`src/rtl/cfgx_pkg.sv`:
```
package cfgx_pkg;
    localparam int BUS_W  = 8;
    localparam int DEV_W  = 5;
    localparam int FN_W   = 3;
    localparam int OFF_W  = 12;
    localparam int AW     = 32;
    localparam int DW     = 32;
    localparam int TYPE_W = 5;
    localparam int ALIGN_BITS = 2;

    // Configuration TLP type codes used by the outbound window
    typedef enum logic [TYPE_W-1:0] {
        CFG_TYPE0 = 5'h04,
        CFG_TYPE1 = 5'h05
    } cfg_type_e;

    typedef struct packed {
        logic            acc_valid;
        logic            acc_local;
        logic            acc_write;
        logic [AW-1:0]   acc_addr;
        logic [DW-1:0]   acc_wdata;
        logic            err;
        logic            rd_valid;
        logic [DW-1:0]   rd_data;
        cfg_type_e       win_type;
        logic [AW-1:0]   win_target;
    } xlat_state_t;
endpackage

```
`src/rtl/cfgx_decode.sv`:
```
module cfgx_decode
    import cfgx_pkg::*;
#(
    parameter int BUS0_MAX_DEV = 1,
    parameter int BUS1_MAX_DEV = 0,
    parameter int TYPE1_FIRST_BUS = 2
) (
    input  logic [BUS_W-1:0] bus,
    input  logic [DEV_W-1:0] dev,
    input  logic [FN_W-1:0]  fn,
    input  logic [OFF_W-1:0] off,
    output logic             dev_ok,
    output logic             is_local,
    output cfg_type_e        tlp_type,
    output logic [AW-1:0]    target,
    output logic [AW-1:0]    off_al
);
    localparam int TGT_PAD = AW - BUS_W - DEV_W - FN_W;
    localparam logic [DEV_W-1:0] B0_MAX = DEV_W'(BUS0_MAX_DEV);
    localparam logic [DEV_W-1:0] B1_MAX = DEV_W'(BUS1_MAX_DEV);
    localparam logic [BUS_W-1:0] T1_BUS = BUS_W'(TYPE1_FIRST_BUS);

    logic bus_is0;
    logic bus_is1;

    always_comb begin
        bus_is0  = (bus == '0);
        bus_is1  = (bus == BUS_W'(1));
        dev_ok   = !((bus_is0 && (dev > B0_MAX)) || (bus_is1 && (dev > B1_MAX)));
        is_local = bus_is0;
        tlp_type = (bus < T1_BUS) ? CFG_TYPE0 : CFG_TYPE1;
        target   = {bus, dev, fn, {TGT_PAD{1'b0}}};
        off_al   = AW'({off[OFF_W-1:ALIGN_BITS], {ALIGN_BITS{1'b0}}});
    end
endmodule

```
`src/rtl/cfgx_window.sv`:
```
module cfgx_window
    import cfgx_pkg::*;
#(
    parameter logic [AW-1:0] WIN_ADDR = 32'h01F0_0000
) (
    input  logic            enable,
    input  logic [AW-1:0]   base,
    input  logic [AW-1:0]   limit,
    input  logic [AW-1:0]   target,
    input  logic [AW-1:0]   off_al,
    output logic            hit,
    output logic [AW-1:0]   xlat
);
    logic [AW-1:0] cpu_addr;
    logic          above_base;
    logic          below_limit;

    always_comb begin
        cpu_addr    = WIN_ADDR + off_al;
        above_base  = (cpu_addr >= base);
        below_limit = (cpu_addr <= limit);
        hit         = enable && above_base && below_limit;
        xlat        = target + (cpu_addr - base);
    end
endmodule

```
`src/rtl/cfgx_top.sv`:
```
module cfgx_top
    import cfgx_pkg::*;
#(
    parameter logic [AW-1:0] APER_BASE  = 32'h0100_0000,
    parameter logic [AW-1:0] APER_SIZE  = 32'h0100_0000,
    parameter logic [AW-1:0] WIN_SIZE   = 32'h0010_0000,
    parameter logic [AW-1:0] LOCAL_BASE = 32'h01FF_C000
) (
    input  logic              clk,
    input  logic              rst_n,
    input  logic              req_valid,
    input  logic              req_write,
    input  logic [BUS_W-1:0]  req_bus,
    input  logic [DEV_W-1:0]  req_dev,
    input  logic [FN_W-1:0]   req_fn,
    input  logic [OFF_W-1:0]  req_off,
    input  logic [DW-1:0]     req_wdata,
    input  logic              win_enable,
    input  logic [AW-1:0]     win_base,
    input  logic [AW-1:0]     win_limit,
    input  logic              cpl_valid,
    input  logic              cpl_abort,
    input  logic [DW-1:0]     cpl_data,
    output logic              acc_valid,
    output logic              acc_local,
    output logic              acc_write,
    output logic [AW-1:0]     acc_addr,
    output logic [DW-1:0]     acc_wdata,
    output logic              err,
    output logic              rd_valid,
    output logic [DW-1:0]     rd_data,
    output logic [TYPE_W-1:0] win_type,
    output logic [AW-1:0]     win_target
);
    localparam logic [AW-1:0] WIN_ADDR = APER_BASE + APER_SIZE - WIN_SIZE;
    localparam logic [DW-1:0] ALL_ONES = '1;

    xlat_state_t st_d, st_q;

    logic          dec_ok;
    logic          dec_local;
    cfg_type_e     dec_type;
    logic [AW-1:0] dec_target;
    logic [AW-1:0] dec_off;
    logic          w_hit;
    logic [AW-1:0] w_xlat;

    cfgx_decode u_dec (
        .bus      (req_bus),
        .dev      (req_dev),
        .fn       (req_fn),
        .off      (req_off),
        .dev_ok   (dec_ok),
        .is_local (dec_local),
        .tlp_type (dec_type),
        .target   (dec_target),
        .off_al   (dec_off)
    );

    // The window is programmed with the new target in the same cycle it is used
    cfgx_window #(.WIN_ADDR(WIN_ADDR)) u_win (
        .enable (win_enable),
        .base   (win_base),
        .limit  (win_limit),
        .target (dec_target),
        .off_al (dec_off),
        .hit    (w_hit),
        .xlat   (w_xlat)
    );

    always_comb begin
        st_d           = st_q;
        st_d.acc_valid = 1'b0;
        st_d.acc_local = 1'b0;
        st_d.acc_write = 1'b0;
        st_d.acc_addr  = '0;
        st_d.acc_wdata = '0;
        st_d.err       = 1'b0;
        st_d.rd_valid  = 1'b0;
        st_d.rd_data   = '0;

        if (cpl_valid) begin
            st_d.rd_valid = 1'b1;
            st_d.rd_data  = cpl_abort ? ALL_ONES : cpl_data;
        end

        if (req_valid) begin
            if (!dec_ok) begin
                st_d.err = 1'b1;
                if (!req_write) begin
                    st_d.rd_valid = 1'b1;
                    st_d.rd_data  = ALL_ONES;
                end
            end else begin
                st_d.win_type = dec_type;
                if (!dec_local) begin
                    st_d.win_target = dec_target;
                end
                if (dec_local) begin
                    st_d.acc_valid = 1'b1;
                    st_d.acc_local = 1'b1;
                    st_d.acc_write = req_write;
                    st_d.acc_addr  = LOCAL_BASE + dec_off;
                    st_d.acc_wdata = req_wdata;
                end else if (w_hit) begin
                    st_d.acc_valid = 1'b1;
                    st_d.acc_write = req_write;
                    st_d.acc_addr  = w_xlat;
                    st_d.acc_wdata = req_wdata;
                end else begin
                    st_d.err = 1'b1;
                    if (!req_write) begin
                        st_d.rd_valid = 1'b1;
                        st_d.rd_data  = ALL_ONES;
                    end
                end
            end
        end
    end

    always_ff @(posedge clk or negedge rst_n) begin
        if (!rst_n) begin
            st_q            <= '0;
            st_q.win_type   <= CFG_TYPE0;
        end else begin
            st_q <= st_d;
        end
    end

    assign acc_valid  = st_q.acc_valid;
    assign acc_local  = st_q.acc_local;
    assign acc_write  = st_q.acc_write;
    assign acc_addr   = st_q.acc_addr;
    assign acc_wdata  = st_q.acc_wdata;
    assign err        = st_q.err;
    assign rd_valid   = st_q.rd_valid;
    assign rd_data    = st_q.rd_data;
    assign win_type   = st_q.win_type;
    assign win_target = st_q.win_target;
endmodule

```
`config.mk`:
```
export PLATFORM = sky130hd
export DESIGN_NAME = cfgx_top
export DESIGN_NICKNAME = d
export VERILOG_FILES = /design/src/rtl/cfgx_pkg.sv /design/src/rtl/cfgx_decode.sv /design/src/rtl/cfgx_window.sv /design/src/rtl/cfgx_top.sv
export SDC_FILE = /design/constraint.sdc
export NUM_CORES = 1
export LEC_CHECK = 0
export BUFFER_PORTS_ARGS = -buffer_cell sky130_fd_sc_hd__buf_4
export CELL_PAD_IN_SITES_DETAIL_PLACEMENT = 0
export CELL_PAD_IN_SITES_GLOBAL_PLACEMENT = 2
export CORE_MARGIN = 10
export CORE_UTILIZATION = 35
export CTS_CLUSTER_SIZE = 20
export DETAILED_ROUTE_END_ITERATION = 12
export PLACE_DENSITY_LB_ADDON = 0.1
export SYNTH_ARGS = -nofsm -noshare
export SYNTH_HDL_FRONTEND = slang
export SYNTH_HIERARCHICAL = 1
export SYNTH_SLANG_ARGS = --single-unit
```
`constraint.sdc`:
```
create_clock -name clk -period 1.3 [get_ports clk]
set_input_delay 0.26 -clock clk [delete_from_list [all_inputs] [get_ports clk]]
set_output_delay 0.26 -clock clk [all_outputs]
set_load 0.01 [all_outputs]
```
==> results.yml, run 1 <==
hold_path:
  min_path_type: "in2reg"
finish:
  layout.cells.non_filler: 1909
  syn_to_final_growth_pct: 56.9
  ff_latch_area_sq_um: 3460
  nFillCells: 2624
  design_area_sq_um: 16100
  layout-drive-gt1-share: 0.481
  nets: 1798
  multi_input_area_sq_um: 6720
die:
  rows: 62
  dieHeight_microns: 191
  core_sq_um: 28900
  pin_count: 301
  dieArea_sq_um: 36600
  initial_core_util: 0.356
  fp.dieW_microns: 191
timing:
  rsz0062_at_grt: "true"
  layout_setup_ws_ps: -1480
  finalSetupViolCount: 139
  maxSlewViolCount: 0
  timing.fmax_mhz: 359
  layout_min_cycle_time_ps: 2780
  period_share: 2.14
  hold_viol: 0
  clock_skew_ps: 0
placement:
  place_area_sq_um: 14200
  place_ws_ps: -2230
  dp_cells: 1834
  port_buffers: 298
  hpwl_microns: 28700
  routabilityCongestion: 0.844
flow_run:
  cap_violations: 0
worst_setup_path:
  critical_path_arrival_ps: 3090
  cp_max_fo: 8
  worstSetupPathType: "in2reg"
  cp-end-kind: "register"
  cp.required_ps: 1610
  cp-start-kind: "input port"
global_routing:
  antenna_found_initial: 1
  overflow: 0
  grt_use_total: 0.191
  grt_max_degree: 50
  grt_pass1_wl_microns: 54100
  grt_pass1_vias: 9414
power_and_ir_drop:
  powerDensity_nw_per_um2: 1070
  peakVddDrop_v: 0.000658
  power.leakage_nw: 8.11
synth:
  synth_top_area_frac: 0.333
  synth-main-ff-cell: "dfrtp_1"
  yosys_warnings: 6
  yosysTopAreaCell: "dfrtp_1"
  synth-seq-cells: 138
  post-synth-top-count-cell: "inv_1"
  postSynthCellCount: 1062
  synthTopCellsByArea: "dfrtp_1, ha_1, inv_1, fa_1, buf_4"
  post_synth.cell_area_avg_sq_um: 9.68
  synth_edf_count: 0
  yosysSeqAreaShare: 0.336
  syn_area_sq_um: 10300
  synthTopCellsByCount: "inv_1, dfrtp_1, ha_1"
  yosysUniqueCellTypes: 85
  synthArstFlopShare: 1.00
clocking:
  insertion_delay_ps: 430
  cts-buffers-inserted: 17
  cts_tree: "built"
  h-tree-depth: 4
  cts_buffer_depth: 2
  clk_pin_slew_ps: 70
  root_buffer: "clkbuf_16"
  cts.sinks: 138
route:
  routed_wl_microns: 36300
  dr.pass1.iters: 5
  vias: 8871
  avgRoutedWirePerCell_microns: 19.0
  ant_nets: 0
  route.detailed.drc: 0
  avgViaCountPerCell: 4.65
  drt_iter0_drc: 388
outcome:
  status: "complete, but fails checks"
  violations: "setup timing"
-- path summary, 6_finish.rpt --
kind | end | from | cells after the start | slack (ps)
worst max-delay path | rd_data[3] | win_base[22] | 15 | -1480
worst min-delay path | rd_data[8] | cpl_data[8] | 2 | 40
worst max register to register | win_type[2] | win_type[2] | 3 | 360
worst min register to register | win_target[2] | win_target[2] | 1 | 500
max in group asynchronous | acc_wdata[17] | rst_n | 3 | 540
min in group asynchronous | rd_data[16] | rst_n | 2 | 240
-- metal layers --
layer  up-vias  wire [microns]  GRT usage
met3        24            2670     0.0552
met2       239           17400      0.321
li1       4375               -          -
met5         -               0          0
met4         0             456     0.0541
met1      4233           15800      0.232
-- flip-flops by register name (all words and copies together), names as in the netlist --
register	cells
win_type	5
err	1
acc_valid	1
rd_valid	1
acc_local	1
acc_wdata	32
acc_write	1
win_target	32
acc_addr	32
rd_data	32
-- critical path: stages --
cell        delay [ps]
buf_6               70
clkinvlp_4         130
ha_4               310
nand4_1             80
a2111o_1           500
a2111oi_4          380
o211a_1            250
o311ai_4           120
a2bb2oi_4          260
o21ai_2             80
nand2_2             90
buf_6              110
o21bai_4            90
clkbuf_16          180
o21a_1             180
-- power breakdown --
group / internal [W] / switching [W] / total [W]
Sequential: 0.00459 / 0.000122 / 0.00472
Clock: 0.00328 / 0.00226 / 0.00554
Combinational: 0.00365 / 0.00340 / 0.00705
-- per-stage QoR --
step / utilization / hold WS, ps / setup TNS, ps / total power (W)
4_1_cts: 0.538 / 20.2 / -165090 / 0.0170
5_1_grt: 0.559 / 27.1 / -164100 / 0.0183
6_report: 0.559 / 44.9 / -152060 / 0.0173
3_5_place_dp: 0.492 / 122 / -248800 / 0.0109
2_1_floorplan: - / -35.6 / -157810 / 0.00844
3_3_place_gp: 0.492 / 122 / -246900 / 0.0109
-- kinds of logic after synthesis --
logic type	share of synthesized area
simple gates	0.112
compound gates	0.154
mux	0.0425
buf+inv	0.129
xor+xnor	0.0499
fa+ha+maj	0.175
other cells	0.000730
flops	0.336
-- placed cells by master (no fill, tap or decap), types with 7 or more instances in the layout --
| cell | n |
|---|---|
| and3_1 | 7 |
| mux2_4 | 21 |
| conb_1 | 42 |
| buf_8 | 7 |
| o211ai_1 | 10 |
| a211oi_2 | 11 |
| a21oi_2 | 14 |
| nand2_1 | 31 |
| o21ai_2 | 9 |
| ha_1 | 65 |
| clkbuf_16 | 21 |
| nand3_1 | 12 |
| and2_4 | 33 |
| buf_6 | 38 |
| a21o_1 | 15 |
| fa_1 | 30 |
| xor2_1 | 21 |
| inv_2 | 22 |
| buf_4 | 413 |
| inv_1 | 163 |
| dfrtp_1 | 136 |
| a21oi_1 | 36 |
| o21a_1 | 37 |
| xnor2_1 | 28 |
| nor3_1 | 14 |
| nand4_1 | 12 |
| buf_12 | 17 |
| o21ai_0 | 9 |
| nor2_1 | 29 |
| a22o_1 | 16 |
| mux2_1 | 11 |
| ha_4 | 27 |
-- repair_timing --
action | in CTS | in global routing
resized for setup | 90 | 129
cloned | 4 | 5
endpoints found under the setup margin | 141 | 140
endpoints found under the hold margin | 138 | 0
buffers inserted | 25 | 14
hold buffers | 1 | 0
pin swaps | 34 | 61
-- final cells by class --
class / count / share of cell area
inverters: 191 / 0.0462
flip-flops and latches: 138 / 0.214
repair buffers: 480 / 0.253
clock inverters: 14 / 0.0130
clock buffers: 18 / 0.0266
well taps: 384 / 0.0298
diodes: 1 / 0.000155
repair inverters: 1 / 0.000465
multi-input cells: 682 / 0.416
No activity file was read; power rests on OpenSTA's default activity.
==> inputs of run 2 (changes only) <==
Settings changed: REMOVE_ABC_BUFFERS set to 1.
==> run 2 against run 1 <==
Against the previous run:
- the run still ends with setup timing left
- critical path depth is 1 lower
- core utilization is 0.42 points lower
- global-route usage is 0.060 points lower
- sequential share of layout area is 0.15 points higher
- critical path type unchanged
- combinational power is 3% lower
- largest power group unchanged
- first-iteration DRC count is 19% lower
- routed wire length is 0.76% higher
==> results.yml, run 2 (synthesis gave the netlist of run 1 again) <==
timing:
  layout_setup_ws_ps: -1560
  maxSlewViolCount: 0
  timing.fmax_mhz: 350
  finalSetupViolCount: 139
  rsz0062_at_grt: "true"
  clock_skew_ps: 0
  hold_viol: 0
  period_share: 2.20
  layout_min_cycle_time_ps: 2860
worst_setup_path:
  cp-start-kind: "input port"
  critical_path_arrival_ps: 3210
  cp_max_fo: 6
  cpLargestDelayFamily: "compound AO/OA/AOI/OAI gates"
  crit_chain: "buf_6 > buf_6 > ha_4 > nand4_1 > or4_4 > a2111oi_4 > o211a_1 > o311ai_4 > a2bb2oi_4 > buf_6 > buf_6 > a21oi_2 > or3_1 > a21oi_2"
  cpMostUsedCell: "buf_6"
  cp.required_ps: 1650
  cp-end-kind: "register"
  crit_buf_inv: 4
  cp_slowest_cell: "or4_4"
  worstSetupPathType: "in2reg"
  slowest_delay_ps: 490
route:
  avgViaCountPerCell: 4.65
  wl_met2_microns: 17500
  top_layer: "met4"
  ant_nets: 0
  wl_met1_microns: 15900
  dr.pass1.iters: 5
  drt_iter0_drc: 316
  vias: 8944
  routed_wl_microns: 36600
  avgRoutedWirePerCell_microns: 19.0
  route.detailed.drc: 0
  wl_met3_microns: 3020
power_and_ir_drop:
  peakVddDrop_v: 0.000649
  power.leakage_nw: 8.20
  powerDensity_nw_per_um2: 1070
global_routing:
  overflow: 0
  antenna_found_initial: 1
  grt_pass1_vias: 9583
  grt_max_degree: 39
  grt_use_total: 0.190
  grt_pass1_wl_microns: 53900
die:
  dieArea_sq_um: 36600
  rows: 62
  core_sq_um: 28900
  dieHeight_microns: 191
  initial_core_util: 0.356
  fp.dieW_microns: 191
  pin_count: 301
finish:
  final_cell_mix: "buf_4, inv_1, dfrtp_1"
  layout-drive-gt1-share: 0.454
  nets: 1813
  final_common_cell: "buf_4"
  final_util: 0.555
  design_area_sq_um: 16000
  syn_to_final_growth_pct: 55.7
  layout.cells.non_filler: 1924
placement:
  hpwl_microns: 28100
  place_area_sq_um: 13800
  dp_cells: 1848
  routabilityCongestion: 0.856
  port_buffers: 298
clocking:
  cts_buffer_depth: 2
  cts_tree: "built"
  cts-buffers-inserted: 17
  insertion_delay_ps: 430
  h-tree-depth: 4
  clk_pin_slew_ps: 60
  cts.sinks: 138
  root_buffer: "clkbuf_16"
hold_path:
  min_path_type: "in2reg"
flow_run:
  cap_violations: 0
outcome:
  violations: "setup timing"
  status: "complete, but fails checks"
run 2: metal layers:
layer,GRT usage,up-vias
met2,0.321,246
met4,0.0361,0
met1,0.232,4279
met5,0,-
li1,-,4409
met3,0.0627,10
run 2: timing repair:
action,CTS,global route
buffers inserted,15,25
hold buffers,1,0
setup endpoints to repair,139,139
endpoints found under the hold margin,21,0
pin swaps,52,49
resized for setup,154,96
cloned,4,6
run 2: power breakdown:
group	switching, W	internal, W
clock network	0.00211	0.00343
registers	0.000124	0.00460
logic	0.00330	0.00355
run 2: path summary, 6_finish.rpt:
path                            slack [ps]  cells after the start           start        endpoint
worst max-delay path                 -1560                     14      req_off[8]    acc_addr[31]
min in group asynchronous              300                      2           rst_n       acc_valid
worst max register to register         510                      1   win_target[4]   win_target[4]
worst min-delay path                    40                      2    req_wdata[6]    acc_wdata[6]
worst min register to register         510                      1  win_target[15]  win_target[15]
max in group asynchronous              470                      3           rst_n     rd_data[14]
run 2: per-stage QoR:
step                total power [W]  setup TNS (ps)  hold WS (ps)  setup slack (ps)
CTS                          0.0169         -158820          15.5             -1550
finish                       0.0171         -164880          38.4             -1560
detailed placement           0.0105         -268690           177             -2360
global placement             0.0105         -272910           179             -2380
global route                 0.0182         -176470          19.0             -1700
floorplan                   0.00783         -318230         -35.6             -2700
run 2: area by class of cell:
cell class / count / area (sq um)
multi-input cells: 682 / 6450
repair buffers: 496 / 4250
inverters: 191 / 732
fillers: 2631 / 12800
diodes: 1 / 2.50
well taps: 384 / 480
clock buffers: 19 / 433
flip-flops and latches: 138 / 3450
clock inverters: 13 / 213
